**src/rtl/card_cfg_pkg.sv**
```systemverilog
package card_cfg_pkg;
  typedef enum logic [1:0] {
    ST_WAITKEY = 2'd0,
    ST_SLEEP   = 2'd1,
    ST_ISOL    = 2'd2,
    ST_CONFIG  = 2'd3
  } card_st_e;

  localparam logic [7:0] IDX_RDPORT = 8'h00;
  localparam logic [7:0] IDX_CTRL   = 8'h02;
  localparam logic [7:0] IDX_WAKE   = 8'h03;
  localparam logic [7:0] IDX_STAT   = 8'h05;
  localparam logic [7:0] IDX_CSN    = 8'h06;
  localparam logic [7:0] IDX_LDN    = 8'h07;
  localparam logic [7:0] IDX_ACT    = 8'h30;
  localparam logic [7:0] IDX_RCHK   = 8'h31;

  localparam logic [7:0] PAT_SET   = 8'h55;
  localparam logic [7:0] PAT_CLEAR = 8'hAA;
endpackage

```
**src/rtl/card_cfg_fsm.sv**
```systemverilog
module card_cfg_fsm
  import card_cfg_pkg::*;
(
  input  logic       clk,
  input  logic       rst_n,
  input  logic       key_seen,
  input  logic       wake_wr,
  input  logic       csn_wr,
  input  logic [7:0] wdata,
  input  logic       go_waitkey,
  input  logic       clr_csn,
  output card_st_e   state,
  output logic [7:0] csn,
  output logic       ptr_clr
);
  logic wake_match;
  card_st_e wake_dest;

  assign wake_match = (wdata == csn);
  assign wake_dest  = (wdata == 8'h00) ? ST_ISOL : ST_CONFIG;

  always_ff @(posedge clk) begin
    if (!rst_n) begin
      state   <= ST_WAITKEY;
      csn     <= 8'h00;
      ptr_clr <= 1'b0;
    end else begin
      ptr_clr <= 1'b0;
      unique case (state)
        ST_WAITKEY: if (key_seen) state <= ST_SLEEP;
        ST_SLEEP: begin
          if (wake_wr && wake_match) begin
            state   <= wake_dest;
            ptr_clr <= 1'b1;
          end
        end
        ST_ISOL, ST_CONFIG: begin
          if (wake_wr) begin
            if (wake_match) begin
              state   <= wake_dest;
              ptr_clr <= 1'b1;
            end else begin
              state <= ST_SLEEP;
            end
          end else if (csn_wr) begin
            csn   <= wdata;
            state <= ST_CONFIG;
          end
        end
        default: state <= ST_WAITKEY;
      endcase
      if (go_waitkey) state <= ST_WAITKEY;
      if (clr_csn) csn <= 8'h00;
    end
  end
endmodule

```
**src/rtl/card_dev_regs.sv**
```systemverilog
module card_dev_regs #(
  parameter int NDEV = 2
) (
  input  logic                 clk,
  input  logic                 rst_n,
  input  logic                 dev_rst,
  input  logic [NDEV-1:0]      sel,
  input  logic                 act_wr,
  input  logic                 rc_wr,
  input  logic [7:0]           wdata,
  output logic [NDEV-1:0]      act,
  output logic [NDEV-1:0][1:0] rc
);
  for (genvar d = 0; d < NDEV; d++) begin : g_dev
    always_ff @(posedge clk) begin
      if (!rst_n || dev_rst) begin
        act[d] <= 1'b0;
        rc[d]  <= 2'b00;
      end else if (sel[d]) begin
        if (act_wr) act[d] <= wdata[0];
        if (rc_wr)  rc[d]  <= wdata[1:0];
      end
    end
  end
endmodule

```
**src/rtl/card_range_resp.sv**
```systemverilog
module card_range_resp
  import card_cfg_pkg::*;
#(
  parameter int              NDEV    = 2,
  parameter int              AW      = 16,
  parameter logic [AW-1:0]   IO_BASE = 16'h0300,
  parameter logic [AW-1:0]   IO_SPAN = 16'h0008
) (
  input  logic                 io_rd,
  input  logic [AW-1:0]        io_addr,
  input  logic [NDEV-1:0]      act,
  input  logic [NDEV-1:0][1:0] rc,
  output logic                 hit,
  output logic [7:0]           data
);
  logic [NDEV-1:0]      dev_hit;
  logic [NDEV-1:0][7:0] dev_data;

  for (genvar d = 0; d < NDEV; d++) begin : g_win
    localparam logic [AW-1:0] LO = IO_BASE + AW'(d) * IO_SPAN;
    localparam logic [AW-1:0] HI = LO + IO_SPAN;
    logic in_win;
    assign in_win      = (io_addr >= LO) && (io_addr < HI);
    assign dev_hit[d]  = io_rd && in_win && rc[d][1] && !act[d];
    assign dev_data[d] = dev_hit[d] ? (rc[d][0] ? PAT_SET : PAT_CLEAR) : 8'h00;
  end

  always_comb begin
    data = 8'h00;
    for (int d = 0; d < NDEV; d++) data = data | dev_data[d];
  end
  assign hit = |dev_hit;
endmodule

```
**src/rtl/card_cfg_ctrl.sv**
```systemverilog
module card_cfg_ctrl
  import card_cfg_pkg::*;
#(
  parameter int            NDEV    = 2,
  parameter int            AW      = 16,
  parameter logic [AW-1:0] IO_BASE = 16'h0300,
  parameter logic [AW-1:0] IO_SPAN = 16'h0008
) (
  input  logic            clk,
  input  logic            rst_n,
  input  logic            key_seen,
  input  logic            adr_wr,
  input  logic [7:0]      adr_wdata,
  input  logic            dat_wr,
  input  logic [7:0]      dat_wdata,
  input  logic            dat_rd,
  output logic [7:0]      dat_rdata,
  input  logic            rsrc_byte_rdy,
  output logic            rsrc_ptr_clr,
  input  logic            io_rd,
  input  logic [AW-1:0]   io_addr,
  output logic            io_hit,
  output logic [7:0]      io_rdata,
  output logic [1:0]      card_state,
  output logic [7:0]      csn,
  output logic [NDEV-1:0] dev_active,
  output logic [9:0]      rd_port_addr
);
  localparam int LDW = (NDEV > 1) ? $clog2(NDEV) : 1;

  card_st_e             state_q;
  logic [7:0]           idx_q;
  logic [LDW-1:0]       ldn_q;
  logic [NDEV-1:0]      sel;
  logic [NDEV-1:0]      act_q;
  logic [NDEV-1:0][1:0] rc_q;
  logic                 awake, in_cfg;
  logic                 wake_wr, csn_wr, ctrl_wr, cfg_wr;
  logic                 sel_act;
  logic [1:0]           sel_rc;

  always_ff @(posedge clk) begin
    if (!rst_n) idx_q <= 8'h00;
    else if (adr_wr) idx_q <= adr_wdata;
  end

  assign awake   = (state_q != ST_WAITKEY);
  assign in_cfg  = (state_q == ST_CONFIG);
  assign wake_wr = dat_wr && awake && (idx_q == IDX_WAKE);
  assign ctrl_wr = dat_wr && awake && (idx_q == IDX_CTRL);
  assign csn_wr  = dat_wr && (idx_q == IDX_CSN) &&
                   ((state_q == ST_ISOL) || in_cfg);
  assign cfg_wr  = dat_wr && in_cfg;

  card_cfg_fsm u_fsm (
    .clk        (clk),
    .rst_n      (rst_n),
    .key_seen   (key_seen),
    .wake_wr    (wake_wr),
    .csn_wr     (csn_wr),
    .wdata      (dat_wdata),
    .go_waitkey (ctrl_wr && dat_wdata[1]),
    .clr_csn    (ctrl_wr && dat_wdata[2]),
    .state      (state_q),
    .csn        (csn),
    .ptr_clr    (rsrc_ptr_clr)
  );

  always_ff @(posedge clk) begin
    if (!rst_n) rd_port_addr <= 10'h000;
    else if (cfg_wr && idx_q == IDX_RDPORT) rd_port_addr <= {dat_wdata, 2'b00};
  end

  if (NDEV > 1) begin : g_multi
    always_ff @(posedge clk) begin
      if (!rst_n) ldn_q <= '0;
      else if (cfg_wr && idx_q == IDX_LDN && int'(dat_wdata) < NDEV)
        ldn_q <= dat_wdata[LDW-1:0];
    end
  end else begin : g_single
    assign ldn_q = '0;
  end

  for (genvar d = 0; d < NDEV; d++) begin : g_sel
    assign sel[d] = (int'(ldn_q) == d);
  end

  card_dev_regs #(.NDEV(NDEV)) u_regs (
    .clk     (clk),
    .rst_n   (rst_n),
    .dev_rst (ctrl_wr && dat_wdata[0]),
    .sel     (sel),
    .act_wr  (cfg_wr && idx_q == IDX_ACT),
    .rc_wr   (cfg_wr && idx_q == IDX_RCHK),
    .wdata   (dat_wdata),
    .act     (act_q),
    .rc      (rc_q)
  );

  card_range_resp #(
    .NDEV(NDEV), .AW(AW), .IO_BASE(IO_BASE), .IO_SPAN(IO_SPAN)
  ) u_resp (
    .io_rd   (io_rd),
    .io_addr (io_addr),
    .act     (act_q),
    .rc      (rc_q),
    .hit     (io_hit),
    .data    (io_rdata)
  );

  always_comb begin
    sel_act = 1'b0;
    sel_rc  = 2'b00;
    for (int d = 0; d < NDEV; d++) begin
      if (sel[d]) begin
        sel_act = act_q[d];
        sel_rc  = rc_q[d];
      end
    end
  end

  always_comb begin
    dat_rdata = 8'h00;
    if (dat_rd && in_cfg) begin
      unique case (idx_q)
        IDX_STAT: dat_rdata = {7'b0, rsrc_byte_rdy};
        IDX_CSN:  dat_rdata = csn;
        IDX_LDN:  dat_rdata = 8'(ldn_q);
        IDX_ACT:  dat_rdata = {7'b0, sel_act};
        IDX_RCHK: dat_rdata = {6'b0, sel_rc};
        default:  dat_rdata = 8'h00;
      endcase
    end
  end

  assign card_state = state_q;
  assign dev_active = act_q;
endmodule

```
**config.mk**
```make
export PLATFORM = sky130hd
export DESIGN_NAME = card_cfg_ctrl
export DESIGN_NICKNAME = d
export VERILOG_FILES = /design/src/rtl/card_cfg_pkg.sv /design/src/rtl/card_cfg_fsm.sv /design/src/rtl/card_dev_regs.sv /design/src/rtl/card_range_resp.sv /design/src/rtl/card_cfg_ctrl.sv
export SDC_FILE = /design/constraint.sdc
export NUM_CORES = 1
export LEC_CHECK = 0
export ABC_AREA = 1
export BUFFER_PORTS_ARGS = -buffer_cell sky130_fd_sc_hd__buf_2
export CAP_MARGIN = 20
export CORE_MARGIN = 2
export CORE_UTILIZATION = 30
export DETAILED_ROUTE_END_ITERATION = 10
export HOLD_SLACK_MARGIN = 0.03
export RECOVER_POWER = 50
export SLEW_MARGIN = 30
export SYNTH_ARGS = -nofsm -noshare
export SYNTH_HDL_FRONTEND = slang
export SYNTH_SLANG_ARGS = --single-unit
```
**constraint.sdc**
```tcl
create_clock -name clk -period 1.32 [get_ports clk]
set_input_delay 0.132 -clock clk [delete_from_list [all_inputs] [get_ports clk]]
set_output_delay 0.132 -clock clk [all_outputs]
set_load 0.05 [all_outputs]
```
==> run summary, run 1 <==
The run finished, with violations left. The checks that failed: setup timing. The run gives -0.294 ns as the post-place setup slack. By count the netlist is led by 52 x nand2_1, 36 x nor2_1, 34 x dfxtp_1, 34 x inv_1, 21 x a21oi_1. For this run, the post-layout net count is 441. The clock-pin slew on the worst setup and hold paths came out at 0.07 ns. Counting flops with a built-in enable in the synthesized netlist gives 0. The fraction of layout instances using a drive strength above 1 is 0.575.

The run gives 75 as the DRC violation total after the first TritonRoute iteration. Setup violations remaining at the end of the flow were counted as 42. Wire segments on met3 add up to 411 µm in the final route.

The clock share of power was 0.392; the count of pins on the block boundary was 80. The standard cell core area was 6350 µm²; the initial core utilization was 0.309. The depth of the worst hold-timing path came out at 3. Setup repair after global routing could not meet its margin everywhere. The total wirelength of the detailed-routed design is 6.15 mm. Data on the critical path arrives at its endpoint at 1.61 ns. TritonCTS created 5 clock buffers. Final instance area: 3430 µm².

Total of hold buffers inserted after clock tree synthesis: 0. On the final layout, the worst clock skew is 0.00766 ns. The site row count was 29; the required time reported for the critical path endpoint was 1.19 ns.

The synthesis warning total came out at 0. The worst setup path is captured at a primary output. Critical hold path startpoint: adr_wdata[7]. After synthesis, the netlist uses 31 different library cells. The sequential cells in the finished layout cover a total of 713 µm². The tool flagged a number of max-cap violations equal to 0.

The logs give 0.468 mV for the highest ir drop seen on vdd and 0 for the residual overflow from global routing. The post-synthesis average cell area works out to 6.95 µm². The worst register-to-register path ends at u_regs.act[0]. The first detailed-routing pass ran for 4 iterations. The count of nets left with antenna violations once routing finished came out at 0.

The synthesized netlist occupies a cell area of 1960 µm². The worst hold path terminates at idx_q[7]. The via count of the first global-routing pass is 2167, and the wire length on met1 is 2.65 mm. The first global-routing pass estimated 9.78 mm of wire.

The tools report the number of pins with negative max-slew slack in the final report as 0. The initial antenna violation count was 0; the CTS sink count was 34. Port buffering added 74 buffers. The worst register-to-register path begins at idx_q[2].

For this run, design rule violations remaining after detail routing come to 0. The class of the most critical hold timing path was primary input to flip-flop. Summed over all nets, wire length on met2 after detailed routing comes to 2.96 mm. For the worst setup slack after layout, the log shows -0.418 ns. In the synthesized netlist, the number of instances is 282. Kind of start point of the critical path: a flip-flop. Leaving out filler cells and counting taps, the final layout contains 479. The sequential group share of total power was 0.431; the chip width was 84.8 µm.

The clock period minus final worst setup slack was 1.74 ns. In this run the clock root is driven by a clkbuf_8. Across all register-to-register paths, the minimum setup slack is -0.22 ns. The insertion delay of the later-clocked pin in the worst-skew pair is 0.29 ns. For this design the ratio of total power to cell area is 725 nW/µm². The layout overhead on the synthesized area came out at 74.7%. In the synthesized netlist the dominant register cell turns out to be dfxtp_1.

The die covers 7200 µm². The post-synthesis sequential area ratio is 0.347. The highest routing layer actually used was met4. Among all cell types in the netlist, the one instantiated most often is nand2_1. After detailed placement, the design holds a cell count of 458.

The async set or reset register ratio after synthesis came out at 0. The H-tree depth is 2, and the via count is 2268. The relative contribution of combinational cells to total power is 0.177. Dividing the detail-routed via count by the number of cells gives 4.73.

Timing would allow up to 575 MHz. By area the synthesized netlist is led by dfxtp_1 35%, nand2_1 10%, nor2_1 6.9%. TritonCTS built the clock tree. The highest net fanout along the worst path was 3; the die boundary height was 84.8 µm. The overall routing resource usage was 0.169.

Entering global routing, the biggest net connects 17 pins. Share of the synthesized area in the top cell type: 0.347. The average wire length per cell after detail routing works out to 12.8 µm. The internal portion of the total power is 1.80 mW.

After synthesis the netlist holds a flip-flop and latch count of 34. Multi-input logic area: 1400 µm². Measured in cells, the most critical reg-to-reg path has a length of 11.

For the static leakage, the log shows 1.54 nW. After legalization and detailed placement, the total HPWL measured 4.36 mm. The filler cells instantiated in the layout total 591.

The post-route fraction of the period consumed by the critical path is 1.32, and the switching part of the total is 0.274. The type of the setup path with the least slack was flip-flop to primary output. The analysis attributes to net switching a power of 0.681 mW.

Worst slack on hold paths: 0.0564 ns. Final antenna diode count: 0. Summed over all instances, the cell type with the most area after synthesis is dfxtp_1. Routability congestion estimate: 0.788. For the area after detailed placement, the log shows 2850 µm².

The longest clock path from root to sink contains 2 buffers. The tools report the final count of hold timing violations as 0.
[per-stage QoR]
step | total power, mW | TNS [ns] | utilization
floorplan | 1.26 | -2.97 | -
global placement | 1.43 | -4.93 | 0.449
detailed placement | 1.43 | -5.74 | 0.449
CTS | 2.48 | -6.25 | 0.518
global route | 2.58 | -12.04 | 0.540
finish | 2.48 | -8.96 | 0.540
[power by group through the flow]
stage / Sequential, mW / Combinational, mW / Clock (mW)
floorplan: 1.09 / 0.170 / 0
global placement: 1.09 / 0.343 / 0
detailed placement: 1.09 / 0.346 / 0
CTS: 1.07 / 0.406 / 1.01
global route: 1.07 / 0.476 / 1.03
finish: 1.07 / 0.438 / 0.974
[layout make-up]
type	instances	share of cell area
Clock buffer	6	0.0212
Clock inverter	2	0.0106
Inverter	39	0.0442
Multi-Input combinational cell	196	0.409
Sequential cell	34	0.208
Tap cell	77	0.0281
Timing Repair Buffer	125	0.278
[cells in the final DEF, fill, tap and decap left out, types with 5 or more instances in the layout]
cell / instances
nor2_2: 8
nand2_1: 44
o21ai_1: 6
dfxtp_1: 16
a21oi_2: 5
nor2_4: 6
dfxtp_2: 14
nor2_1: 30
clkbuf_8: 5
o21ai_0: 11
a21oi_1: 14
nand3_1: 7
inv_2: 10
clkbuf_2: 6
nand2_4: 5
buf_6: 28
nor3_4: 6
a211oi_2: 8
buf_4: 35
nand2_2: 5
inv_1: 28
buf_2: 51
[repair_timing]
action | in CTS | in global routing
gates cloned | 1 | 0
pin swaps | 16 | 17
resized for setup | 85 | 26
buffers inserted | 8 | 5
endpoints found under the setup margin | 43 | 43
[worst max-delay path by stage]
| stage | from | endpoint | depth (start not counted) |
|---|---|---|---|
| after floorplan | io_addr[15] | io_rdata[3] | 5 |
| after global routing | idx_q[6] | dat_rdata[0] | 8 |
| after CTS | idx_q[6] | dat_rdata[0] | 8 |
| final | idx_q[6] | dat_rdata[0] | 8 |
| after detailed placement | io_addr[15] | io_rdata[1] | 6 |
| after global placement | io_addr[15] | io_rdata[3] | 6 |
[cells by family (layout without fill, tap and decap cells)]
kind of cell              Yosys count  count (layout)  synth area share
DFF                                34              34             0.347
other                               1               2           0.00191
buffers and inverters              54             172             0.127
and+or+nand+nor                   132             133             0.323
xor gates and xnor gates            4               4            0.0179
AOI/OAI and AO/OA                  57              57             0.183
[layer usage]
metal,global-route usage,vias to the layer above
li1,-,1152
met1,0.211,1025
met2,0.284,79
met3,0.0428,12
met4,0.0592,0
met5,0,-
[state kept, by name, indices dropped and copies added (netlist names)]
name and flops:
u_regs.rc 4, rd_port_addr 8, u_fsm.ptr_clr 1, u_fsm.csn 8
ldn_q 1, idx_q 8, u_regs.act 2, u_fsm.state 2
[critical path, cell delays in order, from the launching register on]
cell      delay (ns)
dfxtp_2         0.34
nor2_4          0.16
nand3_4         0.11
nor2_4          0.13
o211ai_1        0.09
nand2_1         0.11
nor2_2          0.06
a21oi_4         0.14
buf_8           0.16
(Power assumes the default switching activity.)
==> run 2: changes to the inputs <==
==> constraint.sdc (replaced) <==
create_clock -name clk -period 2 [get_ports clk]
set_input_delay 0.2 -clock clk [delete_from_list [all_inputs] [get_ports clk]]
set_output_delay 0.2 -clock clk [all_outputs]
set_load 0.05 [all_outputs]
==> run summary, run 2 (synthesized netlist as in run 1, its figures left out) <==
The post-layout net count came out at 393 (-11%). The H-tree depth was 2 (unchanged); the required time reported for the critical path endpoint was 1.80 ns (+0.61 ns). The logs give 4 (unchanged) for the first-pass detailed-route iteration total and 22 (+5) for the maximum number of pins on one net before global-route repair. The worst setup path is of the flip-flop to primary output kind. The tools report the highest ir drop seen on vdd as 0.249 mV (-47%).

Clock-pin slew on the worst setup and hold paths: 0.07 ns (about the same). Static leakage: 1.04 nW (-33%). The residual overflow from global routing was 0 (unchanged). The tools report the via count as 1986 (-12%). The library cell used most frequently in the layout, excluding fill and tap cells, is buf_2. The top cell types in the final layout, fill and taps aside, are 52 x buf_2, 51 x nand2_1, 36 x inv_1, 36 x nor2_1, 34 x dfxtp_1. The class of the most critical hold timing path was primary input to flip-flop. For the standard cell core area, the log shows 6350 µm² (unchanged). Final antenna diode count: 0 (unchanged).

The logs give 2390 µm² (-16%) for the area after detailed placement and 0.240 (-0.0444) for the global routing usage on met2. For the detailed placement HPWL, the log shows 3.86 mm (-12%). The critical path arrival is 1.69 ns (+0.08 ns), and the overall power after layout is 1.42 mW (-43%).

The die boundary height was 84.8 µm (unchanged). The worst-case clock buffer depth is 2 (unchanged). TritonCTS built the clock tree. The critical path goes through inv_1 > nand2_2 > nor2_4 > nand2_1 > buf_4 > nor3_2 > buf_2. Maximum operating frequency: 529 MHz. The delay of the slowest critical-path stage works out to 0.34 ns (about the same).

The detail-routed via count per cell was 4.61 (-2.7%). The quantity of I/O buffers inserted on ports came out at 74 (unchanged). The logs give 0.0496 (+0.00681) for the global routing met3 resource utilization and 0.386 mW (-43%) for the switching power. The cell type group with the largest total delay on the critical path was buffers and inverters. The library cell contributing the largest single delay on the critical path was dfxtp_1. The remaining number of nets flagged by the antenna check after routing was 0 (unchanged); the final instance area was 2470 µm² (-28%). Relative to the synthesized area, the layout overhead comes to 25.8%.

Chip width: 84.8 µm (unchanged). The routability congestion estimate was 0.771 (-2.2%). Setup repair after global routing left no endpoint under its margin.

The total power density per cell area is 575 nW/µm² (-21%), and the number of violations of the max-capacitance limit is 0 (unchanged). DRC violation total after the first TritonRoute iteration: 59 (-21%). The largest clock skew in the final design was 0.00156 ns (-0.00611 ns). The tools report the via count of the first global-routing pass as 1870 (-14%).

The number of remaining DRC errors is 0 (unchanged), and the site row count is 29 (unchanged). Kind of end point of the critical path: a primary output. Total wirelength of the detailed-routed design: 4.99 mm (-19%). The run gives 0.141 (-0.0283) as the overall routing resource usage. The total die area was 7200 µm² (unchanged). The initial core utilization came out at 0.309 (unchanged). The CTS sink count was 34 (unchanged); the clock share of power was 0.378 (-0.014). For the relative contribution of combinational cells to total power, the log shows 0.126 (-0.051). The tools report the internal power of the cells as 1.03 mW (-43%). The run gives 0 (unchanged) as the total of hold buffers inserted after clock tree synthesis. The initial antenna violation count was 0 (unchanged).

The global routing stage identified its most utilized layer as met2. The root buffer cell was clkbuf_8. The run gives 8.25 mm (-16%) as the wire length of the first global-routing pass. The number of clock buffers inserted by TritonCTS was 5 (unchanged). The run finished with clean final reports. The fraction of layout instances using a drive strength above 1 came out at 0.280 (-0.295).

The post-route fraction of the period consumed by the critical path is 0.946, and the average wire length per cell after detail routing is 11.6 µm (-9.9%). The kind of start point of the critical path is a flip-flop. Insertion delay of the later-clocked pin in the worst-skew pair: 0.29 ns (about the same).

The buffers plus inverters on the worst setup path is 3 (+2), and the count of pins on the block boundary is 80 (unchanged). For the pin with the worst max-slew slack, the measured transition is 0.628 ns. Headroom to the max-slew limit: 0.583. The met1 capacity usage during global routing was 0.169 (-0.0423); the clock period minus final worst setup slack was 1.89 ns.

Number of endpoints failing setup at the final stage: 0 (-100%). The final count of hold timing violations was 0 (unchanged). For the number of pins with negative max-slew slack in the final report, the log shows 0 (unchanged). The switching part of the total is 0.272 (-0.00248), and the sequential group share of total power is 0.496 (+0.065).

The largest registers in the layout are idx_q (8), rd_port_addr (8), u_fsm.csn (8). The highest net fanout along the worst path is 6 (+3).
[run 2: routing by layer]
metal,routed length [µm],vias up
li1,-,1042
met1,2290,870
met2,2210,68
met3,435,6
met4,59,0
met5,0,-
[run 2: repair_timing]
item                                    CTS  global route
buffers inserted                          0             2
endpoints found under the setup margin    0             5
resized for setup                         0             6
[run 2: final cells by class]
class	count	area (µm²)
clock inverter	1	5.00
timing repair buffer	78	377
fill	687	3880
sequential	34	681
multi-input combinational	195	1070
clock buffer	7	86.3
inverter	39	149
tap	77	96.3
[run 2: power groups by stage]
stage / Clock (mW) / Sequential, mW / Combinational [mW]
after floorplan: 0 / 0.722 / 0.103
after global placement: 0 / 0.718 / 0.169
after detailed placement: 0 / 0.718 / 0.171
after CTS: 0.540 / 0.703 / 0.172
after global routing: 0.573 / 0.705 / 0.198
final: 0.536 / 0.704 / 0.178
[run 2: worst paths after layout]
| path | startpoint | end | slack, ns | cells after the start |
|---|---|---|---|---|
| worst min-delay path | adr_wdata[4] | idx_q[4] | 0.13 | 3 |
| worst max-delay path | idx_q[0] | dat_rdata[7] | 0.11 | 7 |
| worst max register to register | idx_q[2] | u_fsm.state[0] | 0.37 | 9 |
| worst min register to register | rd_port_addr[3] | rd_port_addr[3] | 0.45 | 2 |
[run 2: through the flow]
| stage | hold slack (ns) | setup TNS, ns | setup WS, ns | util | cells |
|---|---|---|---|---|---|
| 2_1_floorplan | 0.335 | -1.31 | -0.277 | - | 283 |
| 5_1_grt | 0.136 | 0 | 0.00191 | 0.389 | 431 |
| 6_report | 0.127 | 0 | 0.108 | 0.389 | 431 |
| 3_5_place_dp | 0.432 | 0 | 0.267 | 0.376 | 421 |
| 4_1_cts | 0.130 | 0 | 0.0417 | 0.391 | 429 |
| 3_3_place_gp | 0.424 | 0 | 0.291 | 0.376 | 421 |
[run 2: worst min-delay path, delay by kind of cell]
family	cells	cell delay [ns]
and+or+nand+nor	2	0.11
buffers and inverters	1	0.07
==> run 3: changes to the inputs <==
--- a/config.mk
+++ b/config.mk
@@ -12,6 +12,7 @@
 export CORE_UTILIZATION = 30
 export DETAILED_ROUTE_END_ITERATION = 10
 export HOLD_SLACK_MARGIN = 0.03
+export MAX_ROUTING_LAYER = met4
 export RECOVER_POWER = 50
 export SLEW_MARGIN = 30
 export SYNTH_ARGS = -nofsm -noshare
==> run summary, run 3 (synthesized netlist as in run 1, its figures left out) <==
Required time reported for the critical path endpoint: 1.80 ns (about the same). The largest registers in the layout are idx_q (8), rd_port_addr (8), u_fsm.csn (8). The number of violations of the max-capacitance limit is 0 (unchanged), and the largest clock skew in the final design is 0.00156 ns (+0.00000469 ns).

The worst hold path belongs to the class primary input to flip-flop. The maximum operating frequency came out at 528 MHz (-0.19%). The average wire length per cell after detail routing came out at 11.6 µm (unchanged).

The transition at the pin with the smallest max-transition slack came out at 0.628 ns (unchanged). The post-route fraction of the period consumed by the critical path was 0.948 (+0.00175); the internal power of the cells was 1.03 mW (about the same). For the number of remaining DRC errors, the log shows 0 (unchanged). The critical path goes through inv_1 > nand2_2 > nor2_4 > nand2_1 > buf_4 > nor3_2 > buf_2.

The global routing usage on met2 was 0.240 (unchanged). Post-route setup TNS: 0 ns (unchanged). The run gives 0.0418 (-0.00778) as the global routing met3 resource utilization. The run gives 80 (unchanged) as the count of pins on the block boundary.

Leaving out fill and tap cells, the most frequent cells in the layout are 52 x buf_2, 51 x nand2_1, 36 x inv_1, 36 x nor2_1, 34 x dfxtp_1. The detailed placement HPWL is 3.86 mm (unchanged), and the highest net fanout along the worst path is 6 (unchanged). The depth of the worst hold-timing path works out to 3 (unchanged). The post-place setup slack was 0.267 ns (unchanged). The routability congestion estimate came out at 0.781 (+1.3%). Total of hold buffers inserted after clock tree synthesis: 0 (unchanged). The die boundary height was 84.8 µm (unchanged); the total wirelength of the detailed-routed design was 4.99 mm (unchanged). The H-tree depth came out at 2 (unchanged). The tools report the fill cell instance count of the final layout as 687 (unchanged). The clock-pin slew on the worst setup and hold paths was 0.07 ns (about the same). Grouping stages by cell kind, the critical path spends the most delay in buffers and inverters. The site row count is 29 (unchanged), and the detail-routed via count per cell is 4.60 (-0.10%). The switching power was 0.387 mW (+0.35%); the chip width was 84.8 µm (unchanged). The library cell used most frequently in the layout, excluding fill and tap cells, is buf_2.

The delay of the slowest critical-path stage was 0.34 ns (about the same); the critical path arrival was 1.70 ns (about the same). The layout overhead on the synthesized area was 25.8% (unchanged); the headroom to the max-slew limit was 0.583 (unchanged). The switching part of the total was 0.273 (+0.000695). Insertion delay of the later-clocked pin in the worst-skew pair: 0.29 ns (about the same). CTS placed an instance of clkbuf_8 at the clock tree root. The number of clock buffers inserted by TritonCTS is 5 (unchanged). The logs give 0.496 (about the same) for the sequential group share of total power and 1.04 nW (unchanged) for the static leakage. Setup repair after global routing left no endpoint under its margin. The kind of end point of the critical path was a primary output. The run gives 1984 (-0.10%) as the via count. The run finished with clean final reports. The tools report the worst-case register-to-register setup slack as 0.37 ns (about the same).

The met1 capacity usage during global routing is 0.174 (+0.00480). The buffers plus inverters on the worst setup path was 3 (unchanged); the initial core utilization was 0.309 (unchanged). The first-pass detailed-route iteration total is 4 (unchanged), and the via count of the first global-routing pass is 1868 (-0.11%). For the initial antenna violation count, the log shows 0 (unchanged).

The tools report the worst-case clock buffer depth as 2 (unchanged). The tools report the kind of start point of the critical path as a flip-flop. The post-layout net count is 393 (unchanged). The residual overflow from global routing was 0 (unchanged). The logs give 0 (unchanged) for the number of endpoints failing setup at the final stage and 0 (unchanged) for the number of pins with negative max-slew slack in the final report. The fraction of layout instances using a drive strength above 1 was 0.280 (unchanged); the quantity of I/O buffers inserted on ports was 74 (unchanged).

The total power density per cell area works out to 575 nW/µm² (about the same). DRC violation total after the first TritonRoute iteration: 61 (+3.4%). The layer with the highest usage after global routing is met2.

The relative contribution of combinational cells to total power is 0.125 (about the same). For the CTS sink count, the log shows 34 (unchanged). The worst setup slack after layout is 0.105 ns (-0.00351 ns), and the remaining number of nets flagged by the antenna check after routing is 0 (unchanged).

TritonCTS built the clock tree. The run gives 6350 µm² (unchanged) as the standard cell core area. Total die area: 7200 µm² (unchanged). The final antenna diode count was 0 (unchanged); the number of cells traversed by the worst register-to-register path was 9 (unchanged).

The critical hold path startpoint is adr_wdata[4]. The critical path is of the flip-flop to primary output type. The library cell contributing the largest single delay on the critical path is dfxtp_1.

Hold-critical path endpoint: idx_q[4]. The run gives 0.145 (+0.00421) as the overall routing resource usage. For the wire length of the first global-routing pass, the log shows 8.25 mm (unchanged). The final count of hold timing violations was 0 (unchanged); the clock period minus final worst setup slack was 1.90 ns (+0.00351 ns). The run gives 22 (unchanged) as the maximum number of pins on one net before global-route repair. In this run the critical register-to-register path is captured at u_fsm.state[0]. Highest ir drop seen on vdd: 0.250 mV (+0.26%). For the clock share of power, the log shows 0.379 (about the same). In this run the critical register-to-register path is launched from idx_q[2].
## run 3: cell counts in the layout (fill, tap and decap cells not counted)
No cell type changed its count.
## run 3: power by group through the flow
stage                     sequential [mW]  clock (mW)  combinational, mW
after floorplan                     0.722           0              0.103
after global placement              0.718           0              0.169
after detailed placement            0.718           0              0.171
after CTS                           0.703       0.540              0.172
after global routing                0.705       0.573              0.198
final                               0.704       0.538              0.178
## run 3: tightest hold or removal path, cell delays in order
cell and delay (ns):
buf_2 0.07, nor2_1 0.03, nor2_1 0.08
## run 3: through the flow
step | cells | hold slack [ns] | area (µm²) | utilization | power (mW)
finish | 431 | 0.127 | 2470 | 0.389 | 1.42
global route | 431 | 0.136 | 2470 | 0.389 | 1.48
CTS | 429 | 0.130 | 2480 | 0.391 | 1.42
detailed placement | 421 | 0.432 | 2390 | 0.376 | 0.889
global placement | 421 | 0.424 | 2390 | 0.376 | 0.888
floorplan | 283 | 0.335 | 2010 | - | 0.825
## run 3: worst max-delay path by stage
stage	slack (ns)	end	cells past startpoint	startpoint
finish	0.10	dat_rdata[7]	7	idx_q[0]
global route	0.002	dat_rdata[0]	8	idx_q[7]
CTS	0.04	dat_rdata[0]	8	idx_q[2]
detailed placement	0.27	io_rdata[4]	6	io_addr[15]
global placement	0.29	io_rdata[2]	6	io_addr[15]
floorplan	-0.28	dat_rdata[0]	2	u_fsm.state[0]
## run 3: layout make-up
class,count,area (µm²),area share
multi-input cells,195,1070,0.435
flip-flops and latches,34,681,0.276
repair buffers,78,377,0.153
inverters,39,149,0.0603
well taps,77,96.3,0.0390
clock buffers,7,86.3,0.0350
clock inverters,1,5.00,0.00203
## run 3: routing by layer
metal	wire length, µm	vias to the layer above
met1	2350	870
met4	59	0
met2	2210	66
met3	381	6
met5	0	-
li1	-	1042
## run 3: timing repair
action                                  CTS  global route
gates resized for setup                   0             6
setup buffers                             0             2
endpoints found under the setup margin    0             5
